<file path="src/rtl/lpr_pkg.sv">
package lpr_pkg;

    typedef enum logic [1:0] {
        ST_IDLE  = 2'd0,
        ST_SETUP = 2'd1,
        ST_PULSE = 2'd2,
        ST_HOLD  = 2'd3
    } lpr_state_e;

    // Synchronized view of the asynchronous pins
    typedef struct packed {
        logic       a_n;
        logic       b_n;
        logic [1:0] sel;
        logic       inst;
        logic       uv;
    } lpr_pins_s;

    localparam lpr_pins_s PINS_IDLE = '{a_n: 1'b1, b_n: 1'b1, sel: 2'b00, inst: 1'b0, uv: 1'b0};

    // Hold limit in seconds for a select code; 11 shares the longest setting
    function automatic int unsigned hold_secs(input logic [1:0] code);
        case (code)
            2'b00:   return 2;
            2'b01:   return 6;
            default: return 10;
        endcase
    endfunction

    // Milliseconds to ticks, rounded up so durations are minimums
    function automatic int unsigned ms_to_ticks(input int unsigned ms, input int unsigned tps);
        return (ms * tps + 999) / 1000;
    endfunction

endpackage

</file>
<file path="src/rtl/lpr_sync.sv">
module lpr_sync #(
    parameter int          W    = 1,
    parameter logic [W-1:0] INIT = '0
) (
    input  logic         clk,
    input  logic         rst,
    input  logic [W-1:0] d,
    output logic [W-1:0] q
);
    logic [W-1:0] stage1;

    always_ff @(posedge clk) begin
        if (rst) begin
            stage1 <= INIT;
            q      <= INIT;
        end else begin
            stage1 <= d;
            q      <= stage1;
        end
    end
endmodule

</file>
<file path="src/rtl/lpr_inst_gate.sv">
module lpr_inst_gate #(
    parameter int DEB_TICKS = 5,
    localparam int DW       = $clog2(DEB_TICKS + 1)
) (
    input  logic clk,
    input  logic rst,
    input  logic inst_s,
    output logic trig
);
    logic          prev;
    logic          armed;
    logic [DW-1:0] lock;
    logic          rise;
    logic          fall;

    assign rise = inst_s & ~prev;
    assign fall = ~inst_s & prev;
    assign trig = rise & (lock == '0);

    always_ff @(posedge clk) begin
        if (rst) begin
            prev  <= 1'b0;
            armed <= 1'b0;
            lock  <= '0;
        end else begin
            prev <= inst_s;
            if (trig)
                armed <= 1'b1;
            if (fall && armed) begin
                lock  <= DW'(DEB_TICKS);
                armed <= 1'b0;
            end else if (lock != '0) begin
                lock <= lock - DW'(1);
            end
        end
    end


    lockout_load_chk: assert property (@(posedge clk) disable iff (rst)
        (fall && armed) |=> (lock == DW'(DEB_TICKS)) && !trig);


    single_trig_chk: assert property (@(posedge clk) disable iff (rst)
        trig |=> !trig);
endmodule

</file>
<file path="src/rtl/lpr_fsm.sv">
module lpr_fsm
    import lpr_pkg::*;
#(
    parameter int TICKS_PER_SEC = 1000,
    parameter int PULSE_TICKS   = 210,
    localparam int CW           = $clog2(10 * TICKS_PER_SEC + PULSE_TICKS + 1)
) (
    input  logic       clk,
    input  logic       rst,
    input  logic       both_held,
    input  logic       both_free,
    input  logic [1:0] sel,
    input  logic       inst_trig,
    input  logic       uv,
    output logic       pulse_on
);
    lpr_state_e    state, state_nx;
    logic [CW-1:0] cnt, cnt_nx;
    logic [CW-1:0] lim;
    logic          force_rst;

    assign lim       = CW'(hold_secs(sel) * TICKS_PER_SEC);
    assign force_rst = uv | inst_trig;

    always_comb begin
        state_nx = state;
        cnt_nx   = cnt;
        case (state)
            ST_IDLE: begin
                if (both_held) begin
                    state_nx = ST_SETUP;
                    cnt_nx   = '0;
                end
            end
            ST_SETUP: begin
                if (!both_held) begin
                    state_nx = ST_IDLE;
                    cnt_nx   = '0;
                end else if (cnt == lim - CW'(1)) begin
                    state_nx = ST_PULSE;
                    cnt_nx   = '0;
                end else begin
                    cnt_nx = cnt + CW'(1);
                end
            end
            ST_PULSE: begin
                if (cnt == CW'(PULSE_TICKS - 1)) begin
                    state_nx = ST_HOLD;
                    cnt_nx   = '0;
                end else begin
                    cnt_nx = cnt + CW'(1);
                end
            end
            ST_HOLD: begin
                if (both_free)
                    state_nx = ST_IDLE;
            end
            default: begin
                state_nx = ST_IDLE;
                cnt_nx   = '0;
            end
        endcase
        if (force_rst) begin
            state_nx = ST_PULSE;
            cnt_nx   = '0;
        end
    end

    always_ff @(posedge clk) begin
        if (rst) begin
            state <= ST_IDLE;
            cnt   <= '0;
        end else begin
            state <= state_nx;
            cnt   <= cnt_nx;
        end
    end

    assign pulse_on = (state == ST_PULSE);


    hold_limit_chk: assert property (@(posedge clk) disable iff (rst)
        (state == ST_PULSE && $past(state) == ST_SETUP && !$past(force_rst))
            |-> ($past(cnt) == $past(lim) - CW'(1)));


    abort_chk: assert property (@(posedge clk) disable iff (rst)
        (state == ST_SETUP && !both_held && !force_rst) |=> (state == ST_IDLE));


    pulse_len_chk: assert property (@(posedge clk) disable iff (rst)
        (state == ST_PULSE && cnt != CW'(PULSE_TICKS - 1) && !force_rst) |=> (state == ST_PULSE));


    hold_release_chk: assert property (@(posedge clk) disable iff (rst)
        (state == ST_HOLD && !both_free && !force_rst) |=> (state == ST_HOLD));


    uv_hold_chk: assert property (@(posedge clk) disable iff (rst)
        uv |=> (state == ST_PULSE && cnt == '0));
endmodule

</file>
<file path="src/rtl/lpr_ctrl.sv">
module lpr_ctrl
    import lpr_pkg::*;
#(
    parameter int TICKS_PER_SEC = 1000,
    parameter int PULSE_MS      = 210,
    parameter int DEBOUNCE_MS   = 240,
    parameter bit ACTIVE_HIGH   = 1'b0
) (
    input  logic       clk,
    input  logic       rst,
    input  logic       btn_a_n,
    input  logic       btn_b_n,
    input  logic [1:0] dly_sel,
    input  logic       inst_req,
    input  logic       uv_flag,
    output logic       rst_out
);
    localparam int PULSE_TICKS = int'(ms_to_ticks(PULSE_MS, TICKS_PER_SEC));
    localparam int DEB_TICKS   = int'(ms_to_ticks(DEBOUNCE_MS, TICKS_PER_SEC));
    localparam int PIN_W       = $bits(lpr_pins_s);

    lpr_pins_s pins_raw, pins_s;
    logic      inst_trig;
    logic      pulse_on;

    assign pins_raw = '{a_n: btn_a_n, b_n: btn_b_n, sel: dly_sel, inst: inst_req, uv: uv_flag};

    lpr_sync #(.W(PIN_W), .INIT(PINS_IDLE)) u_sync (
        .clk (clk),
        .rst (rst),
        .d   (pins_raw),
        .q   (pins_s)
    );

    lpr_inst_gate #(.DEB_TICKS(DEB_TICKS)) u_inst (
        .clk    (clk),
        .rst    (rst),
        .inst_s (pins_s.inst),
        .trig   (inst_trig)
    );

    lpr_fsm #(.TICKS_PER_SEC(TICKS_PER_SEC), .PULSE_TICKS(PULSE_TICKS)) u_fsm (
        .clk       (clk),
        .rst       (rst),
        .both_held (~pins_s.a_n & ~pins_s.b_n),
        .both_free (pins_s.a_n & pins_s.b_n),
        .sel       (pins_s.sel),
        .inst_trig (inst_trig),
        .uv        (pins_s.uv),
        .pulse_on  (pulse_on)
    );

    generate
        if (ACTIVE_HIGH) begin : g_pol_hi
            assign rst_out = pulse_on;
        end else begin : g_pol_lo
            assign rst_out = ~pulse_on;
        end
    endgenerate


    one_button_chk: assert property (@(posedge clk) disable iff (rst)
        ($rose(pulse_on) && !$past(pins_s.uv) && !$past(inst_trig))
            |-> ($past(pins_s.a_n) == 1'b0 && $past(pins_s.b_n) == 1'b0));
endmodule

</file>
<file path="config.mk">
export PLATFORM = sky130hd
export DESIGN_NAME = lpr_ctrl
export DESIGN_NICKNAME = d
export VERILOG_FILES = /design/src/rtl/lpr_pkg.sv /design/src/rtl/lpr_sync.sv /design/src/rtl/lpr_inst_gate.sv /design/src/rtl/lpr_fsm.sv /design/src/rtl/lpr_ctrl.sv
export SDC_FILE = /design/constraint.sdc
export NUM_CORES = 1
export LEC_CHECK = 0
export BUFFER_PORTS_ARGS = -buffer_cell sky130_fd_sc_hd__buf_2
export CAP_MARGIN = 20
export CORE_ASPECT_RATIO = 0.6
export CORE_MARGIN = 10
export CORE_UTILIZATION = 50
export CTS_CLUSTER_SIZE = 24
export DETAILED_ROUTE_END_ITERATION = 8
export PLACE_DENSITY = 0.78
export SLEW_MARGIN = 5
export SYNTH_ARGS = -nofsm -noshare
export SYNTH_HDL_FRONTEND = slang
export SYNTH_SLANG_ARGS = --single-unit
</file>
<file path="constraint.sdc">
create_clock -name clk -period 1.9 [get_ports clk]
set_clock_uncertainty 0.2 [all_clocks]
set_input_delay 0.095 -clock clk [delete_from_list [all_inputs] [get_ports clk]]
set_output_delay 0.095 -clock clk [all_outputs]
set_load 0.03 [all_outputs]
</file>
==> impl_results.md, run 1 <==
- FF+latch area: 771 sq um
- Maximum number of pins on one net before global-route repair: 22
- Vias in the first global route: 1497
- Sinks on Clock Net: 38
- Most used standard cell by instance count after synthesis: dfxtp_1
- Width of the die: 98.0 um
- Peak Freq: 0.486 GHz
- Leading post-synthesis cells by cell area: dfxtp_1 (42%), ha_1 (6.9%), xnor2_1 (6.2%), a211oi_1 (6.2%), nor2b_1 (3.1%)
- Area share of the leading cell type in the synthesized netlist: 41.7%
- Vias per std cell: 5.24
- CP max-delay cell: or4b_4
- Synth-to-layout area growth: 38.1%
- Row count: 16
- Initial detailed-routing violation count: 97
- Congestion Overflow GR: 0
- Final Routed Wirelength: 4210 um
- Net Count, Synth: 218
- Count of cells along the worst register-to-register path: 8
- Total count of hold-check failures in the final report: 0
- # setup viols final: 16
- Min Clock Period, post-route: 2.06 ns
- Total via count after detailed routing: 1573
- DRC violations left: 0
- Number of antenna diodes: 0
- Area occupied by multi-input gates: 1090 sq um
- Cell family with most CP delay: simple AND/OR/NAND/NOR gates
- Number of max-cap violations: 0
- Startpoint of the lowest-slack hold path: u_sync.stage1[4]$_SDFF_PP1_
- Routed wirelength normalized by instance count: 14.0 um
- Insertion delay to the later sink of the worst-skew pair: 0.29 ns
- Overall die area: 6540 sq um
- TritonCTS buffer count: 5
- H-tree depth: 2
- Endpoint of the worst setup timing path: u_fsm.cnt[6]$_SDFFE_PP0P_
- Final Cycle Share: 108%
- Antenna violations before repair: 0
- Clock transition time at the flip-flop clock pins of the worst setup and hold paths: 0.08 ns
- Slew Limit Fails: 0
- Met2 wire len: 1650 um
- Total routed wire length on the met1 layer: 2200 um
- Measured slew at the worst slew-check pin: 0.370 ns
- First-pass GRT wire length: 7120 um
- Cell count along the critical path: 8
- Post-Syn Area per Cell: 9.12 sq um
- Startpoint of the most critical register-to-register path: u_fsm.cnt[1]$_SDFFE_PP0P_
- Core region area: 3380 sq um
- Tot GR Track Use: 13.2%
- Critical Path AT: 2.04 ns
- Setup repair bufs after CTS: 0
- Routed Antenna Nets: 0
- HPWL Detailed: 2990 um
- Static Leak: 0.000999 uW
- Worst min-delay path category: reg -> reg
- Share of synthesized area occupied by flip-flops and latches: 41.7%
- Count of filler cells inserted in the layout: 241
- Critical path start-end classification: reg -> reg
- Unrepaired setup endpoints after global routing: yes
- Netlist Area Pre-Place: 1820 sq um
- Instance count of the mapped netlist: 200
- Root Buffer: clkbuf_8
- Global placer's final weighted congestion: 0.854
- CP required: 1.88 ns
- Minimum setup slack in the final design: -0.159 ns
- EDFF count, synth: 0
- Area of placed instances: 2210 sq um
- Endpoint of the most critical register-to-register path: u_fsm.cnt[6]$_SDFFE_PP0P_
- Detailed-routed wire length on met3: 320 um
- Outcome: finished, violations left
- Crit. Startpoint: u_fsm.cnt[1]$_SDFFE_PP0P_
- Flops & latches, synth: 38
- Number of detailed-route iterations in the first pass: 4
- CTS tree: yes
- Buffers plus inverters on the worst setup path: 2
- Commonest cells post-synth: dfxtp_1 (38), a211oi_1 (15), nor2_1 (14)
- Violations in the final reports: setup timing
- Power per standard cell area: 1070 nW/um^2
- Peak supply drop: 694 uV
- Maximum fanout along the worst path: 14
- Top metal layer carrying routed signals: met4
- Die H: 66.8 um
- Post-synth top flop: dfxtp_1
- Worst reg2reg setup slack: -0.16 ns
- Type of element launching the critical path: register
- Longest individual stage delay on the worst path: 0.48 ns
- Kind of end point of the critical path: register
- Slew Limit Headroom: 75.3%
- Share of cells above drive strength 1: 31.0%
- Longest Clk Path Bufs: 2
- Library cell with the largest summed area after synthesis: dfxtp_1
- Initial core utilization: 53.9%
- Final std cell area, no fill: 2520 sq um
- Proportion of synthesized flip-flops having asynchronous set or reset: 0%
- I/O Buffers: 8
- Number of library cell types mapped by synthesis: 39
- Critical-path cell list: inv_1 -> ha_1 -> or4b_4 -> nor4_4 -> o22ai_2 -> o21ai_4 -> buf_12 -> a211oi_1
- Number of top-level design ports: 9
- Count of warnings emitted by yosys: 0
- Post-route worst hold slack: 0.223 ns
- Net total in the final layout: 272
==> how the worst min path moves through the flow <==
stage | depth (start not counted) | slack [ns] | end
after floorplan | 1 | -0.001 | u_sync.stage1[4]$_SDFF_PP1_
after CTS | 1 | 0.22 | u_sync.q[5]$_SDFF_PP1_
final | 1 | 0.22 | u_sync.q[4]$_SDFF_PP1_
after detailed placement | 2 | 0.08 | u_sync.stage1[4]$_SDFF_PP1_
after global placement | 2 | 0.08 | u_sync.stage1[5]$_SDFF_PP1_
after global routing | 1 | 0.24 | u_sync.q[5]$_SDFF_PP1_
==> power by group <==
group / internal [uW] / total (uW) / switching, uW
registers: 905 / 981 / 76.5
clock network: 473 / 773 / 300
logic: 475 / 935 / 460
total: 1850 / 2690 / 836
==> kinds of logic after synthesis <==
logic type / after synthesis / synth area share [%]
AO/OA/AOI/OAI: 37 / 14.2
flip-flops: 38 / 41.7
AND/OR/NAND/NOR: 79 / 23.3
buffers and inverters: 15 / 3.70
adder cells (fa/ha/maj): 10 / 6.86
multiplexers: 3 / 1.65
XOR/XNOR: 18 / 8.64
==> flip-flops by register name, indices dropped and copies added (netlist names) <==
| register | flops |
|---|---|
| u_inst.armed | 1 |
| u_sync.stage1 | 6 |
| u_fsm.cnt | 14 |
| u_inst.prev | 1 |
| u_sync.q | 6 |
| u_fsm.state | 2 |
| u_inst.lock | 8 |
==> stage by stage <==
stage	total power, uW	util (%)	cells	worst slack (ns)	setup TNS, ns
after floorplan	1540	-	200	-0.0704	-0.733
after global placement	1840	65.3	281	-0.175	-2.42
after detailed placement	1860	65.3	281	-0.206	-2.66
after CTS	2670	74.1	300	-0.114	-1.63
after global routing	2840	74.4	300	-0.240	-3.63
final	2690	74.4	300	-0.159	-2.28
==> area by class of cell <==
type	count	area share (%)
Clock inverter	2	1.54
Multi-Input combinational cell	147	43.5
Inverter	9	1.34
Tap cell	45	2.24
Timing Repair Buffer	53	17.1
Clock buffer	6	3.73
Sequential cell	38	30.6
==> what timing repair did <==
item	in CTS	in global routing
cloned	0	0
hold buffers	11	0
endpoints found under the hold margin	10	0
endpoints found under the setup margin	16	17
pin swaps	3	0
gates resized for setup	10	2
==> routing by layer <==
metal / GRT usage [%] / vias to the layer above
met5: 0 / -
met4: 4.33 / 0
met3: 3.91 / 6
met2: 19.3 / 55
met1: 18.1 / 696
li1: - / 816
==> placed cells by master (no fill, tap or decap), drive strengths merged, types with 5 or more instances in the layout <==
cell type,n
nand2,13
nor2b,9
buf,42
xnor2,13
xor2,5
nor2,14
dfxtp,38
a21oi,8
a211oi,15
inv,9
ha,10
nor3,11
clkbuf,6
nand3,7
dlygate4sd3,11
Note: power is estimated with default switching activity, not from simulation.
==> inputs of run 2 (changes only) <==
--- a/config.mk
+++ b/config.mk
@@ -10,6 +10,7 @@
 export CORE_ASPECT_RATIO = 0.6
 export CORE_MARGIN = 10
 export CORE_UTILIZATION = 50
+export CTS_BUF_LIST = sky130_fd_sc_hd__clkbuf_8
 export CTS_CLUSTER_SIZE = 24
 export DETAILED_ROUTE_END_ITERATION = 8
 export PLACE_DENSITY = 0.78
==> run 2 against run 1 <==
The run still ends with setup timing left. Highest routed layer unchanged. Power grew 1.9%. Global-route usage unchanged. Non-clock buffer count unchanged. Largest cell class unchanged. Maximum frequency is the same.
==> impl_results.md, run 2 (synthesis gave the netlist of run 1 again) <==
- Total via count after detailed routing: 1573 (unchanged)
- Unrepaired setup endpoints after global routing: yes
- Net total in the final layout: 272 (unchanged)
- Min Clock Period, post-route: 2.06 ns (unchanged)
- Root Buffer: clkbuf_8
- Measured slew at the worst slew-check pin: 0.370 ns (unchanged)
- Startpoint of the most critical register-to-register path: u_fsm.cnt[1]$_SDFFE_PP0P_
- Worst reg2reg setup slack: -0.16 ns (about the same)
- Violations in the final reports: setup timing
- Share of cells above drive strength 1: 31.0% (unchanged)
- Power per standard cell area: 1090 nW/um^2 (+1.7%)
- Initial core utilization: 53.9% (unchanged)
- Number of detailed-route iterations in the first pass: 4 (unchanged)
- Routed wirelength normalized by instance count: 14.0 um (unchanged)
- Outcome: finished, violations left
- Maximum fanout along the worst path: 14 (unchanged)
- Longest Clk Path Bufs: 2 (unchanged)
- Row count: 16 (unchanged)
- Number of top-level design ports: 9 (unchanged)
- Top library cells by usage in the layout, fill and taps aside: buf_4 (32), dfxtp_1 (32), nor2_1 (14), a211oi_1 (14)
- Endpoint of the most critical register-to-register path: u_fsm.cnt[6]$_SDFFE_PP0P_
- H-tree depth: 2 (unchanged)
- Slew Limit Fails: 0 (unchanged)
- Initial detailed-routing violation count: 97 (unchanged)
- Critical Path AT: 2.04 ns (about the same)
- Maximum number of pins on one net before global-route repair: 22 (unchanged)
- Design Power: 2740 uW (+1.9%)
- DRC violations left: 0 (unchanged)
- First-pass GRT wire length: 7120 um (unchanged)
- Clock transition time at the flip-flop clock pins of the worst setup and hold paths: 0.08 ns (about the same)
- Die H: 66.8 um (unchanged)
- Number of antenna diodes: 0 (unchanged)
- WHS Endpoint: u_sync.q[4]$_SDFF_PP1_
- Critical path start-end classification: reg -> reg
- Largest reg by FF count: u_fsm.cnt
- Global placer's final weighted congestion: 0.854 (unchanged)
- Final Routed Wirelength: 4210 um (unchanged)
- Count of cells along the worst register-to-register path: 8 (unchanged)
- Vias per std cell: 5.24 (unchanged)
- CP required: 1.88 ns (about the same)
- I/O Buffers: 8 (unchanged)
- HPWL Detailed: 2990 um (unchanged)
- Setup repair bufs after CTS: 0 (unchanged)
- Flip-flop count of the largest register, all copies and words added: 14 (unchanged)
- CTS tree: yes
- Cell count of the worst hold path: 1 (unchanged)
- Final Cycle Share: 108% (unchanged)
- Congestion Overflow GR: 0 (unchanged)
- Area of placed instances: 2210 sq um (unchanged)
- Type of element launching the critical path: register
- Routed Antenna Nets: 0 (unchanged)
- TritonCTS buffer count: 5 (unchanged)
- Number of placed instances, taps included: 281 (unchanged)
- Largest registers: u_fsm.cnt x14, u_inst.lock x8
- Width of the die: 98.0 um (unchanged)
- Number of max-cap violations: 0 (unchanged)
- Non-filler cells, final: 300 (unchanged)
- Final std cell area, no fill: 2520 sq um (+0.20%)
- Core region area: 3380 sq um (unchanged)
- Static Leak: 0.00100 uW (+0.18%)
- Sinks on Clock Net: 38 (unchanged)
- Minimum setup slack in the final design: -0.159 ns (unchanged)
- Worst min-delay path category: reg -> reg
- Tot GR Track Use: 13.2% (unchanged)
- Accumulated negative setup slack: -2.28 ns (-0.00108 ns)
- Insertion delay to the later sink of the worst-skew pair: 0.29 ns (about the same)
- Kind of end point of the critical path: register
- Peak Freq: 0.486 GHz (unchanged)
- Peak supply drop: 698 uV (+0.56%)
- Overall die area: 6540 sq um (unchanged)
- Slew Limit Headroom: 75.3% (unchanged)
- Total count of hold-check failures in the final report: 0 (unchanged)
- Synth-to-layout area growth: 38.3%
- # setup viols final: 16 (unchanged)
- Vias in the first global route: 1497 (unchanged)
- Startpoint of the lowest-slack hold path: u_sync.stage1[4]$_SDFF_PP1_
- Antenna violations before repair: 0 (unchanged)
run 2: critical path, cell delays in order (launching register included):
cell and delay [ns]:
dfxtp_2 0.33, inv_1 0.05, ha_1 0.13, or4b_4 0.48
nor4_4 0.17, o22ai_2 0.17, o21ai_4 0.19, buf_12 0.16
a211oi_1 0.08
run 2: worst max path at each step:
stage / startpoint / endpoint / cells after the start
after floorplan: u_fsm.cnt[1]$_SDFFE_PP0P_ / u_fsm.cnt[4]$_SDFFE_PP0P_ / 8
after global placement: u_fsm.cnt[1]$_SDFFE_PP0P_ / u_fsm.state[1]$_SDFFE_PP0P_ / 7
final: u_fsm.cnt[1]$_SDFFE_PP0P_ / u_fsm.cnt[6]$_SDFFE_PP0P_ / 8
after detailed placement: u_fsm.cnt[1]$_SDFFE_PP0P_ / u_fsm.state[0]$_SDFFE_PP0P_ / 7
after CTS: u_fsm.cnt[1]$_SDFFE_PP0P_ / u_fsm.cnt[6]$_SDFFE_PP0P_ / 8
after global routing: u_fsm.cnt[1]$_SDFFE_PP0P_ / u_fsm.cnt[2]$_SDFFE_PP0P_ / 8
run 2: area by class of cell:
cell class | count | area, sq um
Multi-Input combinational cell | 147 | 1090
Inverter | 9 | 33.8
Fill cell | 240 | 860
Timing Repair Buffer | 53 | 430
Sequential cell | 38 | 771
Clock buffer | 5 | 68.8
Tap cell | 45 | 56.3
Clock inverter | 3 | 68.8
run 2: per-stage QoR:
step	utilization [%]	hold slack [ns]	setup WS, ns
6_report	74.6	0.223	-0.159
5_1_grt	74.6	0.240	-0.240
4_1_cts	74.3	0.222	-0.114
3_5_place_dp	65.3	0.0833	-0.206
3_3_place_gp	65.3	0.0797	-0.175
2_1_floorplan	-	-0.00119	-0.0704
run 2: routing by layer:
| metal | global-route usage, % | vias to the layer above | share of wire (%) |
|---|---|---|---|
| met1 | 18.1 | 696 | 52 |
| met2 | 19.3 | 55 | 39 |
| li1 | - | 816 | - |
| met3 | 3.91 | 6 | 7.6 |
| met4 | 4.33 | 0 | 1.1 |
| met5 | 0 | - | 0 |
run 2: report_power, final:
part	internal (uW)	switching, uW	total (uW)	leakage (uW)
logic	475	460	935	0.000618
registers	905	76.5	981	0.000314
clock network	526	299	825	0.0000683
total	1910	835	2740	0.00100
run 2: what timing repair did:
item	CTS	global route
gates cloned	0	0
setup endpoints to repair	16	17
pin swaps	3	0
resized for setup	10	2
hold endpoints to repair	10	0
hold buffers	11	0
==> inputs of run 3 (changes only) <==
--- a/config.mk
+++ b/config.mk
@@ -10,10 +10,11 @@
 export CORE_ASPECT_RATIO = 0.6
 export CORE_MARGIN = 10
 export CORE_UTILIZATION = 50
-export CTS_BUF_LIST = sky130_fd_sc_hd__clkbuf_8
+export CTS_BUF_LIST = sky130_fd_sc_hd__clkbuf_4
 export CTS_CLUSTER_SIZE = 24
 export DETAILED_ROUTE_END_ITERATION = 8
 export PLACE_DENSITY = 0.78
+export REMOVE_ABC_BUFFERS = 1
 export SLEW_MARGIN = 5
 export SYNTH_ARGS = -nofsm -noshare
 export SYNTH_HDL_FRONTEND = slang
==> run 3 against run 2 <==
The run still ends with setup timing left. Core utilization grew 0.89 points. Worst hold slack lost 0.0011 ns. Wire length grew 10%. Critical path depth shrank 2. Largest power group is now combinational logic. Critical path type unchanged. Maximum frequency grew 1.7%. Largest cell class unchanged. Die area is the same.
==> impl_results.md, run 3 (synthesis gave the netlist of run 1 again) <==
- Final Cycle Share: 107% (-1.8 points)
- Vias in the first global route: 1523 (+1.7%)
- Final Util: 75.5% (+0.89 points)
- Antenna violations before repair: 0 (unchanged)
- Core region area: 3380 sq um (unchanged)
- Slew Limit Headroom: 76.6% (+1.3 points)
- Critical path start-end classification: reg -> reg
- Row count: 16 (unchanged)
- H-tree depth: 2 (unchanged)
- FF+latch area: 767 sq um (-0.49%)
- # setup viols final: 16 (unchanged)
- Number of detailed-route iterations in the first pass: 5 (+1)
- Power per standard cell area: 1060 nW/um^2 (-2.0%)
- Static Leak: 0.000982 uW (-1.9%)
- Unrepaired setup endpoints after global routing: yes
- Width of the die: 98.0 um (unchanged)
- CP required: 1.95 ns (+0.07 ns)
- Routed wirelength normalized by instance count: 15.3 um (+9.0%)
- Top library cells by usage in the layout, fill and taps aside: buf_4 (35), dfxtp_1 (33), nor2_1 (14)
- HPWL Detailed: 3040 um (+1.8%)
- Area occupied by multi-input gates: 1160 sq um (+6.1%)
- Area of placed instances: 2170 sq um (-1.6%)
- Number of max-cap violations: 0 (unchanged)
- Final std cell area, no fill: 2550 sq um (+1.2%)
- Total via count after detailed routing: 1650 (+4.9%)
- Number of antenna diodes: 0 (unchanged)
- Minimum setup slack in the final design: -0.124 ns (+0.0351 ns)
- Type of element launching the critical path: register
- Largest reg by FF count: u_fsm.cnt
- Count of filler cells inserted in the layout: 223 (-7.1%)
- Congestion Overflow GR: 0 (unchanged)
- Most common cell after layout, fill and taps aside: buf_4
- Longest Clk Path Bufs: 2 (unchanged)
- Peak supply drop: 787 uV (+13%)
- Total count of hold-check failures in the final report: 0 (unchanged)
- Insertion delay to the later sink of the worst-skew pair: 0.36 ns (+0.07 ns)
- Min Clock Period, post-route: 2.02 ns (-0.0351 ns)
- Outcome: finished, violations left
- Maximum number of pins on one net before global-route repair: 22 (unchanged)
- Critical Path AT: 2.08 ns (+0.04 ns)
- Sinks on Clock Net: 38 (unchanged)
- DRC violations left: 0 (unchanged)
- Initial detailed-routing violation count: 130 (+34%)
- Clock transition time at the flip-flop clock pins of the worst setup and hold paths: 0.13 ns (+0.05 ns)
- Largest registers: u_fsm.cnt x14, u_inst.lock x8
- Initial core utilization: 53.9% (unchanged)
- Tot GR Track Use: 13.7% (+0.48 points)
- Net total in the final layout: 275 (+1.1%)
- Slew Limit Fails: 0 (unchanged)
- Overall die area: 6540 sq um (unchanged)
- First-pass GRT wire length: 7270 um (+2.0%)
- Worst min-delay path category: reg -> reg
- Measured slew at the worst slew-check pin: 0.349 ns (-0.0214 ns)
- Kind of end point of the critical path: register
- TritonCTS buffer count: 5 (unchanged)
- Post-route worst hold slack: 0.222 ns (-0.00111 ns)
- Flip-flop count of the largest register, all copies and words added: 14 (unchanged)
- Root Buffer: clkbuf_4
- Share of cells above drive strength 1: 34.1% (+3.1 points)
- Vias per std cell: 5.45 (+3.9%)
- Violations in the final reports: setup timing
- CTS tree: yes
- Final Routed Wirelength: 4640 um (+10%)
- Peak Freq: 0.494 GHz (+1.7%)
- Maximum fanout along the worst path: 14 (unchanged)
- Die H: 66.8 um (unchanged)
- Synth-to-layout area growth: 40.0%
- Accumulated negative setup slack: -1.68 ns (+0.600 ns)
- Number of top-level design ports: 9 (unchanged)
- I/O Buffers: 8 (unchanged)
- Routed Antenna Nets: 0 (unchanged)
- Global placer's final weighted congestion: 0.865 (+1.2%)
run 3: changes by cell type in the layout (fill, tap and decap cells not counted), moves of 2 or more:
cell and change:
ha_1 -3, inv_1 -2, clkbuf_8 -5, nor4b_4 +2
buf_4 +3, nor3_1 +2, clkinvlp_4 +2, inv_2 +2
nor4b_2 -2, ha_4 +2, clkbuf_4 +5
run 3: report_power, final:
group	leakage, uW	total (uW)	switching (uW)	internal, uW
combinational	0.000632	1150	540	612
sequential	0.000313	998	91.1	907
clock	0.0000374	567	291	276
total	0.000982	2720	923	1790
run 3: area by class of cell:
class | instances | area share (%)
multi-input cells | 147 | 45.5
flip-flops and latches | 38 | 30.0
repair buffers | 56 | 17.7
well taps | 45 | 2.20
clock inverters | 3 | 1.76
clock buffers | 5 | 1.47
inverters | 9 | 1.32
run 3: repair_timing:
| action | CTS | global route |
|---|---|---|
| resized for setup | 14 | 24 |
| hold endpoints to repair | 16 | 0 |
| hold buffers | 11 | 0 |
| endpoints found under the setup margin | 18 | 18 |
| pin swaps | 4 | 8 |
| buffers inserted | 0 | 2 |
run 3: worst paths after layout:
check	from	end	slack [ns]	cells after the start
max reg2reg	u_fsm.cnt[11]$_SDFFE_PP0P_	u_fsm.cnt[7]$_SDFFE_PP0P_	-0.12	6
min	u_sync.stage1[5]$_SDFF_PP1_	u_sync.q[5]$_SDFF_PP1_	0.22	1
min reg2reg	u_sync.stage1[5]$_SDFF_PP1_	u_sync.q[5]$_SDFF_PP1_	0.22	1
max	u_fsm.cnt[11]$_SDFFE_PP0P_	u_fsm.cnt[7]$_SDFFE_PP0P_	-0.12	6
run 3: worst max-delay path, cell delays in order, from the launching register on:
cell,delay [ns]
dfxtp_1,0.33
or4_4,0.55
nor4_4,0.28
o22ai_4,0.14
o21ai_4,0.16
buf_12,0.16
a211oi_1,0.09
run 3: per-layer routing:
layer	vias to the layer above	GRT usage [%]	share of wire, %
li1	814	-	-
met2	72	18.4	39
met5	-	0	0
met3	9	4.84	9.2
met1	755	19.6	51
met4	0	4.15	1.1
run 3: per-stage QoR:
step	cells	setup slack [ns]	power [uW]
6_report	303	-0.124	2720
2_1_floorplan	194	-0.263	1510
3_3_place_gp	282	-0.227	1860
3_5_place_dp	282	-0.304	1890
4_1_cts	301	-0.128	2530
5_1_grt	303	-0.194	2870
